`src/rtl/kwd_pkg.sv`:
```
package kwd_pkg;
  localparam int KEY_W     = 16;
  localparam int PRE_W     = 3;
  localparam int RLD_W     = 12;
  localparam int BASE_LOG2 = 2;
  localparam int MAX_CODE  = 6;
  localparam int DIV_W     = BASE_LOG2 + MAX_CODE;

  localparam logic [KEY_W-1:0] KEY_OPEN    = 16'h5555;
  localparam logic [KEY_W-1:0] KEY_CLOSE   = 16'h0000;
  localparam logic [KEY_W-1:0] KEY_START   = 16'hCCCC;
  localparam logic [KEY_W-1:0] KEY_REFRESH = 16'hAAAA;

  localparam int OFS_KEY  = 'h00;
  localparam int OFS_PRE  = 'h04;
  localparam int OFS_RLD  = 'h08;
  localparam int OFS_STAT = 'h0C;

  localparam logic [RLD_W-1:0] RLD_RESET = '1;

  typedef enum logic [2:0] {
    EV_NONE, EV_OPEN, EV_CLOSE, EV_START, EV_REFRESH
  } key_ev_e;

  // divisor minus one for a prescaler code; codes past MAX_CODE saturate
  function automatic logic [DIV_W-1:0] div_limit(input logic [PRE_W-1:0] code);
    int unsigned sh;
    sh = (int'(code) > MAX_CODE) ? MAX_CODE : int'(code);
    return DIV_W'((1 << (sh + BASE_LOG2)) - 1);
  endfunction

  // clock edges from start/refresh to the timeout pulse
  function automatic int unsigned period_cycles(input logic [RLD_W-1:0] rld,
                                                input logic [PRE_W-1:0] code);
    return (int'(rld) + 1) * (int'(div_limit(code)) + 1);
  endfunction
endpackage

```
`src/rtl/kwd_keydec.sv`:
```
module kwd_keydec
  import kwd_pkg::*;
(
  input  logic             clk,
  input  logic             rst_n,
  input  logic             key_wr,
  input  logic [KEY_W-1:0] key_val,
  output logic             unlocked,
  output logic             ev_start,
  output logic             ev_refresh
);
  key_ev_e ev;

  always_comb begin
    ev = EV_NONE;
    if (key_wr) begin
      unique case (key_val)
        KEY_OPEN:    ev = EV_OPEN;
        KEY_CLOSE:   ev = EV_CLOSE;
        KEY_START:   ev = EV_START;
        KEY_REFRESH: ev = EV_REFRESH;
        default:     ev = EV_NONE;
      endcase
    end
  end

  assign ev_start   = (ev == EV_START);
  assign ev_refresh = (ev == EV_REFRESH);

  always_ff @(posedge clk or negedge rst_n) begin
    if (!rst_n)              unlocked <= 1'b0;
    else if (ev == EV_OPEN)  unlocked <= 1'b1;
    else if (ev == EV_CLOSE) unlocked <= 1'b0;
  end

  // a key outside the defined set leaves the access state alone
  p_foreign_key_r4: assert property (@(posedge clk) disable iff (!rst_n)
    (key_wr && key_val != KEY_OPEN && key_val != KEY_CLOSE) |=> $stable(unlocked));

  // the opening key always leaves access open
  p_open_key_r3: assert property (@(posedge clk) disable iff (!rst_n)
    (key_wr && key_val == KEY_OPEN) |=> unlocked);
endmodule

```
`src/rtl/kwd_shadow.sv`:
```
module kwd_shadow #(
  parameter int              W          = 12,
  parameter logic [W-1:0]    RST_VAL    = '0,
  parameter int              SYNC_TICKS = 8
) (
  input  logic         clk,
  input  logic         rst_n,
  input  logic         wr_en,
  input  logic [W-1:0] wdata,
  input  logic         tick,
  output logic [W-1:0] shadow,
  output logic [W-1:0] active,
  output logic         busy
);
  localparam int CNT_W = $clog2(SYNC_TICKS + 1);

  logic [CNT_W-1:0] cnt;
  logic             apply;

  assign apply = busy && tick && !wr_en && (cnt == CNT_W'(SYNC_TICKS - 1));

  always_ff @(posedge clk or negedge rst_n) begin
    if (!rst_n) begin
      shadow <= RST_VAL;
      active <= RST_VAL;
      busy   <= 1'b0;
      cnt    <= '0;
    end else if (wr_en) begin
      shadow <= wdata;
      busy   <= 1'b1;
      cnt    <= '0;
    end else if (apply) begin
      active <= shadow;
      busy   <= 1'b0;
      cnt    <= '0;
    end else if (busy && tick) begin
      cnt <= cnt + 1'b1;
    end
  end

  // an accepted write raises the pending flag on the next cycle
  p_busy_on_write_r7: assert property (@(posedge clk) disable iff (!rst_n)
    wr_en |=> busy);

  // the value in use changes only when the pending update lands
  p_active_hold_r7: assert property (@(posedge clk) disable iff (!rst_n)
    !apply |=> $stable(active));

  p_apply_copy_r7: assert property (@(posedge clk) disable iff (!rst_n)
    apply |=> (active == $past(shadow)) && !busy);
endmodule

```
`src/rtl/kwd_prediv.sv`:
```
module kwd_prediv
  import kwd_pkg::*;
(
  input  logic             clk,
  input  logic             rst_n,
  input  logic             restart,
  input  logic [PRE_W-1:0] code,
  output logic             tick
);
  logic [DIV_W-1:0] cnt;
  logic [DIV_W-1:0] lim;

  assign lim  = div_limit(code);
  assign tick = (cnt >= lim);

  always_ff @(posedge clk or negedge rst_n) begin
    if (!rst_n)       cnt <= '0;
    else if (restart) cnt <= '0;
    else if (tick)    cnt <= '0;
    else              cnt <= cnt + 1'b1;
  end

  // the smallest ratio is 4, so two ticks are never adjacent
  p_tick_spaced_r5: assert property (@(posedge clk) disable iff (!rst_n)
    (tick && !restart) |=> !tick);

  // a restart clears the phase so the next cycle cannot tick
  p_restart_phase_r9: assert property (@(posedge clk) disable iff (!rst_n)
    restart |=> !tick);
endmodule

```
`src/rtl/kwd_timer.sv`:
```
module kwd_timer
  import kwd_pkg::*;
(
  input  logic             clk,
  input  logic             rst_n,
  input  logic             ev_start,
  input  logic             ev_refresh,
  input  logic             tick,
  input  logic [RLD_W-1:0] reload,
  output logic             running,
  output logic             rst_req
);
  logic [RLD_W-1:0] count;
  logic             expire;
  logic             load;

  assign load   = ev_start || ev_refresh;
  assign expire = running && tick && !load && (count == '0);

  always_ff @(posedge clk or negedge rst_n) begin
    if (!rst_n) begin
      count   <= RLD_RESET;
      running <= 1'b0;
      rst_req <= 1'b0;
    end else begin
      rst_req <= expire;
      if (ev_start) running <= 1'b1;
      if (load)                 count <= reload;
      else if (expire)          count <= reload;
      else if (running && tick) count <= count - 1'b1;
    end
  end

  // the request never lasts longer than one cycle
  p_pulse_single_r10: assert property (@(posedge clk) disable iff (!rst_n)
    rst_req |=> !rst_req);

  // no request without a prior start
  p_pulse_needs_run_r8: assert property (@(posedge clk) disable iff (!rst_n)
    rst_req |-> running);

  // once running, always running
  p_run_sticky_r11: assert property (@(posedge clk) disable iff (!rst_n)
    running |=> running);

  // refresh reloads the counter with the value in use
  p_refresh_load_r9: assert property (@(posedge clk) disable iff (!rst_n)
    ev_refresh |=> count == $past(reload));

  p_expire_reload_r10: assert property (@(posedge clk) disable iff (!rst_n)
    expire |=> rst_req && (count == $past(reload)));
endmodule

```
`src/rtl/keyed_wdt.sv`:
```
module keyed_wdt
  import kwd_pkg::*;
#(
  parameter int ADDR_W     = 5,
  parameter int DATA_W     = 32,
  parameter int SYNC_TICKS = 8
) (
  input  logic              clk,
  input  logic              rst_n,
  input  logic              bus_sel,
  input  logic              bus_wr,
  input  logic [ADDR_W-1:0] bus_addr,
  input  logic [DATA_W-1:0] bus_wdata,
  output logic [DATA_W-1:0] bus_rdata,
  output logic              wdt_reset_req
);
  logic             wr_any;
  logic             wr_key;
  logic             wr_pre;
  logic             wr_rld;
  logic             unlocked;
  logic             ev_start;
  logic             ev_refresh;
  logic             tick;
  logic             running;
  logic [PRE_W-1:0] pre_shadow;
  logic [PRE_W-1:0] pre_active;
  logic             pre_busy;
  logic [RLD_W-1:0] rld_shadow;
  logic [RLD_W-1:0] rld_active;
  logic             rld_busy;
  logic             unused_wdata;

  assign unused_wdata = ^bus_wdata[DATA_W-1:KEY_W];

  assign wr_any = bus_sel && bus_wr;
  assign wr_key = wr_any && (bus_addr == ADDR_W'(OFS_KEY));
  assign wr_pre = wr_any && unlocked && (bus_addr == ADDR_W'(OFS_PRE));
  assign wr_rld = wr_any && unlocked && (bus_addr == ADDR_W'(OFS_RLD));

  kwd_keydec u_keydec (
    .clk        (clk),
    .rst_n      (rst_n),
    .key_wr     (wr_key),
    .key_val    (bus_wdata[KEY_W-1:0]),
    .unlocked   (unlocked),
    .ev_start   (ev_start),
    .ev_refresh (ev_refresh)
  );

  kwd_shadow #(.W(PRE_W), .RST_VAL('0), .SYNC_TICKS(SYNC_TICKS)) u_pre (
    .clk    (clk),
    .rst_n  (rst_n),
    .wr_en  (wr_pre),
    .wdata  (bus_wdata[PRE_W-1:0]),
    .tick   (tick),
    .shadow (pre_shadow),
    .active (pre_active),
    .busy   (pre_busy)
  );

  kwd_shadow #(.W(RLD_W), .RST_VAL(RLD_RESET), .SYNC_TICKS(SYNC_TICKS)) u_rld (
    .clk    (clk),
    .rst_n  (rst_n),
    .wr_en  (wr_rld),
    .wdata  (bus_wdata[RLD_W-1:0]),
    .tick   (tick),
    .shadow (rld_shadow),
    .active (rld_active),
    .busy   (rld_busy)
  );

  kwd_prediv u_div (
    .clk     (clk),
    .rst_n   (rst_n),
    .restart (ev_start || ev_refresh),
    .code    (pre_active),
    .tick    (tick)
  );

  kwd_timer u_timer (
    .clk        (clk),
    .rst_n      (rst_n),
    .ev_start   (ev_start),
    .ev_refresh (ev_refresh),
    .tick       (tick),
    .reload     (rld_active),
    .running    (running),
    .rst_req    (wdt_reset_req)
  );

  always_comb begin
    bus_rdata = '0;
    if (bus_sel) begin
      case (bus_addr)
        ADDR_W'(OFS_PRE):  bus_rdata = {{(DATA_W-PRE_W){1'b0}}, pre_shadow};
        ADDR_W'(OFS_RLD):  bus_rdata = {{(DATA_W-RLD_W){1'b0}}, rld_shadow};
        ADDR_W'(OFS_STAT): bus_rdata = {{(DATA_W-2){1'b0}}, rld_busy, pre_busy};
        default:           bus_rdata = '0;
      endcase
    end
  end

  // closed access leaves stored values and flags untouched
  p_locked_pre_r3: assert property (@(posedge clk) disable iff (!rst_n)
    (wr_any && !unlocked && bus_addr == ADDR_W'(OFS_PRE))
      |=> $stable(pre_shadow) && (pre_busy == $past(pre_busy) || !pre_busy));

  p_locked_rld_r3: assert property (@(posedge clk) disable iff (!rst_n)
    (wr_any && !unlocked && bus_addr == ADDR_W'(OFS_RLD)) |=> $stable(rld_shadow));

  // the key register reads as zero
  p_key_reads_zero_r2: assert property (@(posedge clk) disable iff (!rst_n)
    (bus_sel && bus_addr == ADDR_W'(OFS_KEY)) |-> bus_rdata == '0);

  // a pulse only after the timer was started
  p_no_pulse_idle_r8: assert property (@(posedge clk) disable iff (!rst_n)
    !running |-> !wdt_reset_req);
endmodule

```
`config.mk`:
```
export PLATFORM = sky130hd
export DESIGN_NAME = keyed_wdt
export DESIGN_NICKNAME = d
export VERILOG_FILES = /design/src/rtl/kwd_pkg.sv /design/src/rtl/kwd_keydec.sv /design/src/rtl/kwd_shadow.sv /design/src/rtl/kwd_prediv.sv /design/src/rtl/kwd_timer.sv /design/src/rtl/keyed_wdt.sv
export SDC_FILE = /design/constraint.sdc
export NUM_CORES = 1
export LEC_CHECK = 0
export BUFFER_PORTS_ARGS = -buffer_cell sky130_fd_sc_hd__buf_2
export CAP_MARGIN = 20
export CORE_UTILIZATION = 61
export CTS_BUF_LIST = sky130_fd_sc_hd__clkbuf_2
export DETAILED_ROUTE_END_ITERATION = 10
export GPL_TIMING_DRIVEN = 1
export PLACE_DENSITY = 0.85
export SYNTH_ARGS = -nofsm -noshare
export SYNTH_HDL_FRONTEND = slang
export SYNTH_SLANG_ARGS = --single-unit
export TNS_END_PERCENT = 100
```
`constraint.sdc`:
```
create_clock -name clk -period 7.65 [get_ports clk]
set_clock_uncertainty 0.1 [all_clocks]
set_input_delay 1.9125 -clock clk [delete_from_list [all_inputs] [get_ports clk]]
set_output_delay 1.9125 -clock clk [all_outputs]
set_load 0.005 [all_outputs]
```
=== Word-level counts from Yosys, hierarchy flattened ===
Cells that the tools add are included.

* Muxes and demuxes: 22
* Divide/modulo/power cells: 0
* Reductions and logical operators: 29
* Bitwise logic cells: 2
* Multipliers: 0
* Equal/unequal tests: 12
* Shift-type cells: 1
* Order comparisons: 2
* $add $sub $neg: 6

{| class="wikitable"
|+ Operators with widths
! cell !! count
|-
| 12-bit two-way mux || 4
|-
| 12-bit one-hot mux with 3 select lines || 1
|-
| 32-bit by 2-bit adder with 32-bit output, second input constant || 1
|-
| 16-bit equality test, second input constant || 2
|-
| 1-bit by 32-bit << shifter with 8-bit output, first input constant || 1
|-
| 4-bit two-way mux || 6
|-
| 16-bit by 15-bit equality test with 1-bit output, second input constant || 1
|-
| 16-bit logical NOT || 1
|-
| 8-bit two-way mux || 2
|-
| 1-bit logical AND || 14
|-
| 12-bit logical NOT || 1
|-
| 3-bit one-hot mux with 4 select lines || 1
|-
| 12-bit by 1-bit subtractor with 12-bit output, second input constant || 1
|-
| 5-bit by 4-bit equality test with 1-bit output, second input constant || 2
|-
| 3-bit nonzero test || 3
|-
| 4-bit by 1-bit adder with 4-bit output, second input constant || 2
|-
| 8-bit by 1-bit adder with 8-bit output, second input constant || 1
|-
| 4-bit by 3-bit equality test with 1-bit output, second input constant || 2
|-
| 8-bit greater-or-equal comparator || 1
|-
| 8-bit by 2-bit subtractor with 8-bit output, second input constant || 1
|-
| 3-bit by 2-bit equality test with 1-bit output, second input constant || 2
|-
| 1-bit two-way mux || 6
|-
| 3-bit two-way mux || 2
|-
| 2-bit nonzero test || 3
|-
| other kinds (9) || 13
|}

* Register bits after elaboration: 63
* Memories: 0
* Input bits: 41
* Word-level logic and storage cells: 87
* Bits in writable memories: 0
* Bits in read-only memories: 0
* Output and inout port bits: 33
* Latch bits: 0

=== Longest topological paths before layout ===
* Depth after elaboration: 11
* Gate-level depth with buffers: 14
* Mapped depth without buffers: 12

=== Hierarchy ===
From an unflattened synthesis, not the netlist that was laid out.

* Cells, all modules: 357
* Area total of the unflattened synthesis: 3973.8 um^2

{| class="wikitable"
|+ Modules (own cells, without submodules)
! module !! cells each !! area an instance (um^2) !! times used
|-
| kwd_shadow at u_rld || 75 || 1221.2 || 1
|-
| kwd_timer || 102 || 955.9 || 1
|-
| kwd_prediv || 62 || 634.4 || 1
|-
| kwd_shadow at u_pre || 36 || 478.0 || 1
|-
| keyed_wdt || 60 || 465.4 || 1
|-
| kwd_keydec || 22 || 219.0 || 1
|}

=== Least setup slack after synthesis ===
No wires, ideal clock.

* Kind: input to output
* Start point: input bus_addr[1]
* End point: output bus_rdata[10]
* Path slack: 2752 ps
* Data required time: 5637 ps
* Cell stages on the path: 4
* Data arrival time: 2885 ps
* Path buffers: 1
* Cells stage by stage: or4b_1 -> buf_4 -> nor2b_4 -> and2_1

* Word-level cells in the longest chain between the ends: 3
* Elaborated cells on any way between the ends: 5
* Those cells by class: eq/ne (3); mux (2)

{| class="wikitable"
|+ Ends and longest elaborated chain
! item !! line !! text
|-
| start: declaration || keyed_wdt.sv:12 || <nowiki>input logic [ADDR_W-1:0] bus_addr,</nowiki>
|-
| 5-bit by 4-bit equality test with 1-bit output / 5-bit by 3-bit equality test with 1-bit output (equally long branches) || keyed_wdt.sv:95 || <nowiki>case (bus_addr)</nowiki>
|-
| 12-bit one-hot mux with 3 select lines (*) || keyed_wdt.sv:95 ||
|-
| 12-bit two-way mux (*) || keyed_wdt.sv:94 || <nowiki>if (bus_sel) begin</nowiki>
|-
| end: declaration || keyed_wdt.sv:14 || <nowiki>output logic [DATA_W-1:0] bus_rdata,</nowiki>
|}

Mark *: on every way between the ends. The rest lies on a longest branch, timed or not.

=== Final worst setup path ===
* Start point: input bus_addr[1]
* End point: output bus_rdata[11]

The elaborated chain is that of the path after synthesis.

==> results.ini <==
[run_status]
status = completed

[global_routing]
grt_max_degree = 64
grt.overflow.total = 0
grt_pass1_wl_microns = 12000
grt_util_met2_pct = 40.7
met3_usage_pct = 5.26
grtUsageTotal_pct = 25.1
grt_pass1_vias = 2565
grt_use_met1_pct = 32.6
busiest_layer = met2
antenna_found_initial = 0

[synth]
synthXorXnorAreaFrac_pct = 3.11
syn_area_per_cell_sq_um = 10.9
synth_top_area_share_pct = 25.9
synthesis.instances = 334
synth_async_sr_flop_share_pct = 100
synthMuxAreaShare_pct = 11.1
synthDistinctLibCells = 63
syn_area_sq_um = 3660
synthAdderAreaFrac_pct = 5.13
ys_ff_latch = 63
synth-simple-area-share_pct = 18.7
synth_warnings = 0
post-synth-top-area-cell = dfstp_2
netlist_top_cells_area = dfstp_2, dfrtp_1, mux2_2
synth_compound_area_share_pct = 10.3
ys_seq_area_share_pct = 44.3
synth_ff_type = dfstp_2
synth_top_family_by_area = simple AND/OR/NAND/NOR gates
synth_edf_count = 0

[min_path]
min_path_type = reg2reg
min_path_cells = 1
hold_path_end = u_timer.count[11]
worstHoldStart = u_rld.active[11]

[floorplan]
initial_core_util_pct = 64.8
die_h_microns = 79.4
fp.dieArea_sq_um = 6310
die_width_microns = 79.4
boundaryPins = 74
fp.coreArea_sq_um = 5640
num_rows = 27

[route]
drc = 0
via_count = 2641
post_drt_wl_per_cell_microns = 15.6
drt_first_pass_iters = 4
drt-initial-drc-count = 194
viasPerCell = 5.87
ant_nets = 0
drt-total-wl_microns = 7020

[sta]
tns_ns = 0
hold_viol = 0
rsz0062_at_grt = false
finalMaxSlewViolations = 0
fin_crit_ns = 5.25
slew_headroom_pct = 39.7
min_period_over_period_pct = 68.6
setup_viol = 0
max_freq_mhz = 190
tightest_slew_ns = 0.905
fin_hold_ws_ns = 0.380

[critical_path]
cp_data_required_time_ns = 5.64
crit_buf_inv = 2
critPathKind = in2out
cp_common_cell = buf_2
slowest_delay_ns = 0.67
timing.rr.start = u_pre.active[2]
r2r-end = u_rld.active[1]
crit_slowest_cell = or4b_1
crit_family = simple AND/OR/NAND/NOR gates
cp_max_fo = 10
path_depth = 5
path_cells = buf_2, or4b_1, nor2b_4, and2_1, buf_2
worstPathArrival_ns = 3.24
crit_path_end_kind = primary output
r2r_cells = 12
r2r_slack_ns = 3.99
startpoint_type = input port

[finish]
insertedDiodeCount = 0
fin_cells = 450
fillers = 402
multi_input_area_sq_um = 1840
nets = 429
layout_commonest_cell = buf_2
area.growth.synth_to_final_pct = 7.80
mostFrequentLayoutCells = buf_2, dfstp_2, nor2_1
layout-drive-gt1-share_pct = 36.0
register_area_sq_um = 1620

[clocking]
post_cts_resized = 0
clkSinkCount = 63
root_buffer = clkbuf_2
clkTransAtPathRegs_ns = 0.20
insertion_delay_ns = 0.49
cts_max_level = 3
holdBufCountCts = 0
cts_tree = done
cts_buffers = 9
clockBufferDepth = 2
cts_setup_buffers = 0

[run]
maxCapViolCount = 0

[placed_design]
io_buffer_count = 37
placed_cells = 434
globalplace.congestion = 0.821
dp_hpwl_microns = 4980

[power]
ir_drop_mv = 0.169
p_per_area_nw_per_um2 = 158
leakage_nw = 1.76

## metal layers
layer,wire length (microns),up-vias
met4,85,0
met5,0,-
met3,314,8
li1,-,1272
met2,3530,92
met1,3090,1269
## Yosys cell counts, types with 3 or more instances
cell	n
nor2_1	29
buf_6	4
a21oi_1	12
xor2_1	9
nand2_1	15
ha_1	15
or4_1	11
inv_1	6
buf_4	21
dfrtp_1	27
and2_1	9
mux2_2	23
o21ai_0	8
xnor2_1	4
nand3_1	13
nand4_1	7
a21o_1	5
or3_1	3
dfstp_2	36
and3_1	3
mux2_4	9
o22a_1	6
nor3_1	8
## through the flow
step | total power, mW | worst slack [ns] | util, % | cell area [sq um]
floorplan | 0.352 | 2.75 | - | 3730
global placement | 0.360 | 2.43 | 67.0 | 3780
detailed placement | 0.361 | 2.43 | 67.0 | 3780
CTS | 0.629 | 2.42 | 69.9 | 3940
global route | 0.647 | 2.37 | 69.9 | 3940
finish | 0.624 | 2.40 | 69.9 | 3940
## sequential cells by signal (all words and copies together) (netlist names)
signal / cells
u_rld.busy: 1
u_timer.count: 12
u_div.cnt: 8
u_timer.running: 1
u_timer.rst_req: 1
u_pre.busy: 1
u_pre.cnt: 4
u_rld.active: 12
u_rld.shadow: 12
u_pre.shadow: 3
u_pre.active: 3
u_rld.cnt: 4
u_keydec.unlocked: 1
## where the power goes
part	switching, mW	total, mW	internal [mW]
Sequential	0.0000112	0.335	0.334
Clock	0.126	0.269	0.142
Combinational	0.0148	0.0213	0.00648
## worst max path at each step
stage,to,start
after floorplan,bus_rdata[10],bus_addr[1]
after global placement,bus_rdata[3],bus_addr[1]
after detailed placement,bus_rdata[11],bus_addr[1]
after CTS,bus_rdata[11],bus_addr[1]
after global routing,bus_rdata[3],bus_addr[1]
final,bus_rdata[11],bus_addr[1]
## area by class of cell
class                   count  area share (%)
inverters                   6           0.571
multi-input cells         254            46.8
clock inverters             7            3.01
well taps                  72            2.28
flip-flops and latches     63            41.1
repair buffers             39            5.08
clock buffers               9            1.14
## kinds of logic after synthesis
family	count (synthesis)
and+or+nand+nor	119
DFF	63
AOI/OAI and AO/OA	54
buffers and inverters	36
muxes	33
adders and majority gates	15
xor gates and xnor gates	13
other	1
(Power assumes the default switching activity.)
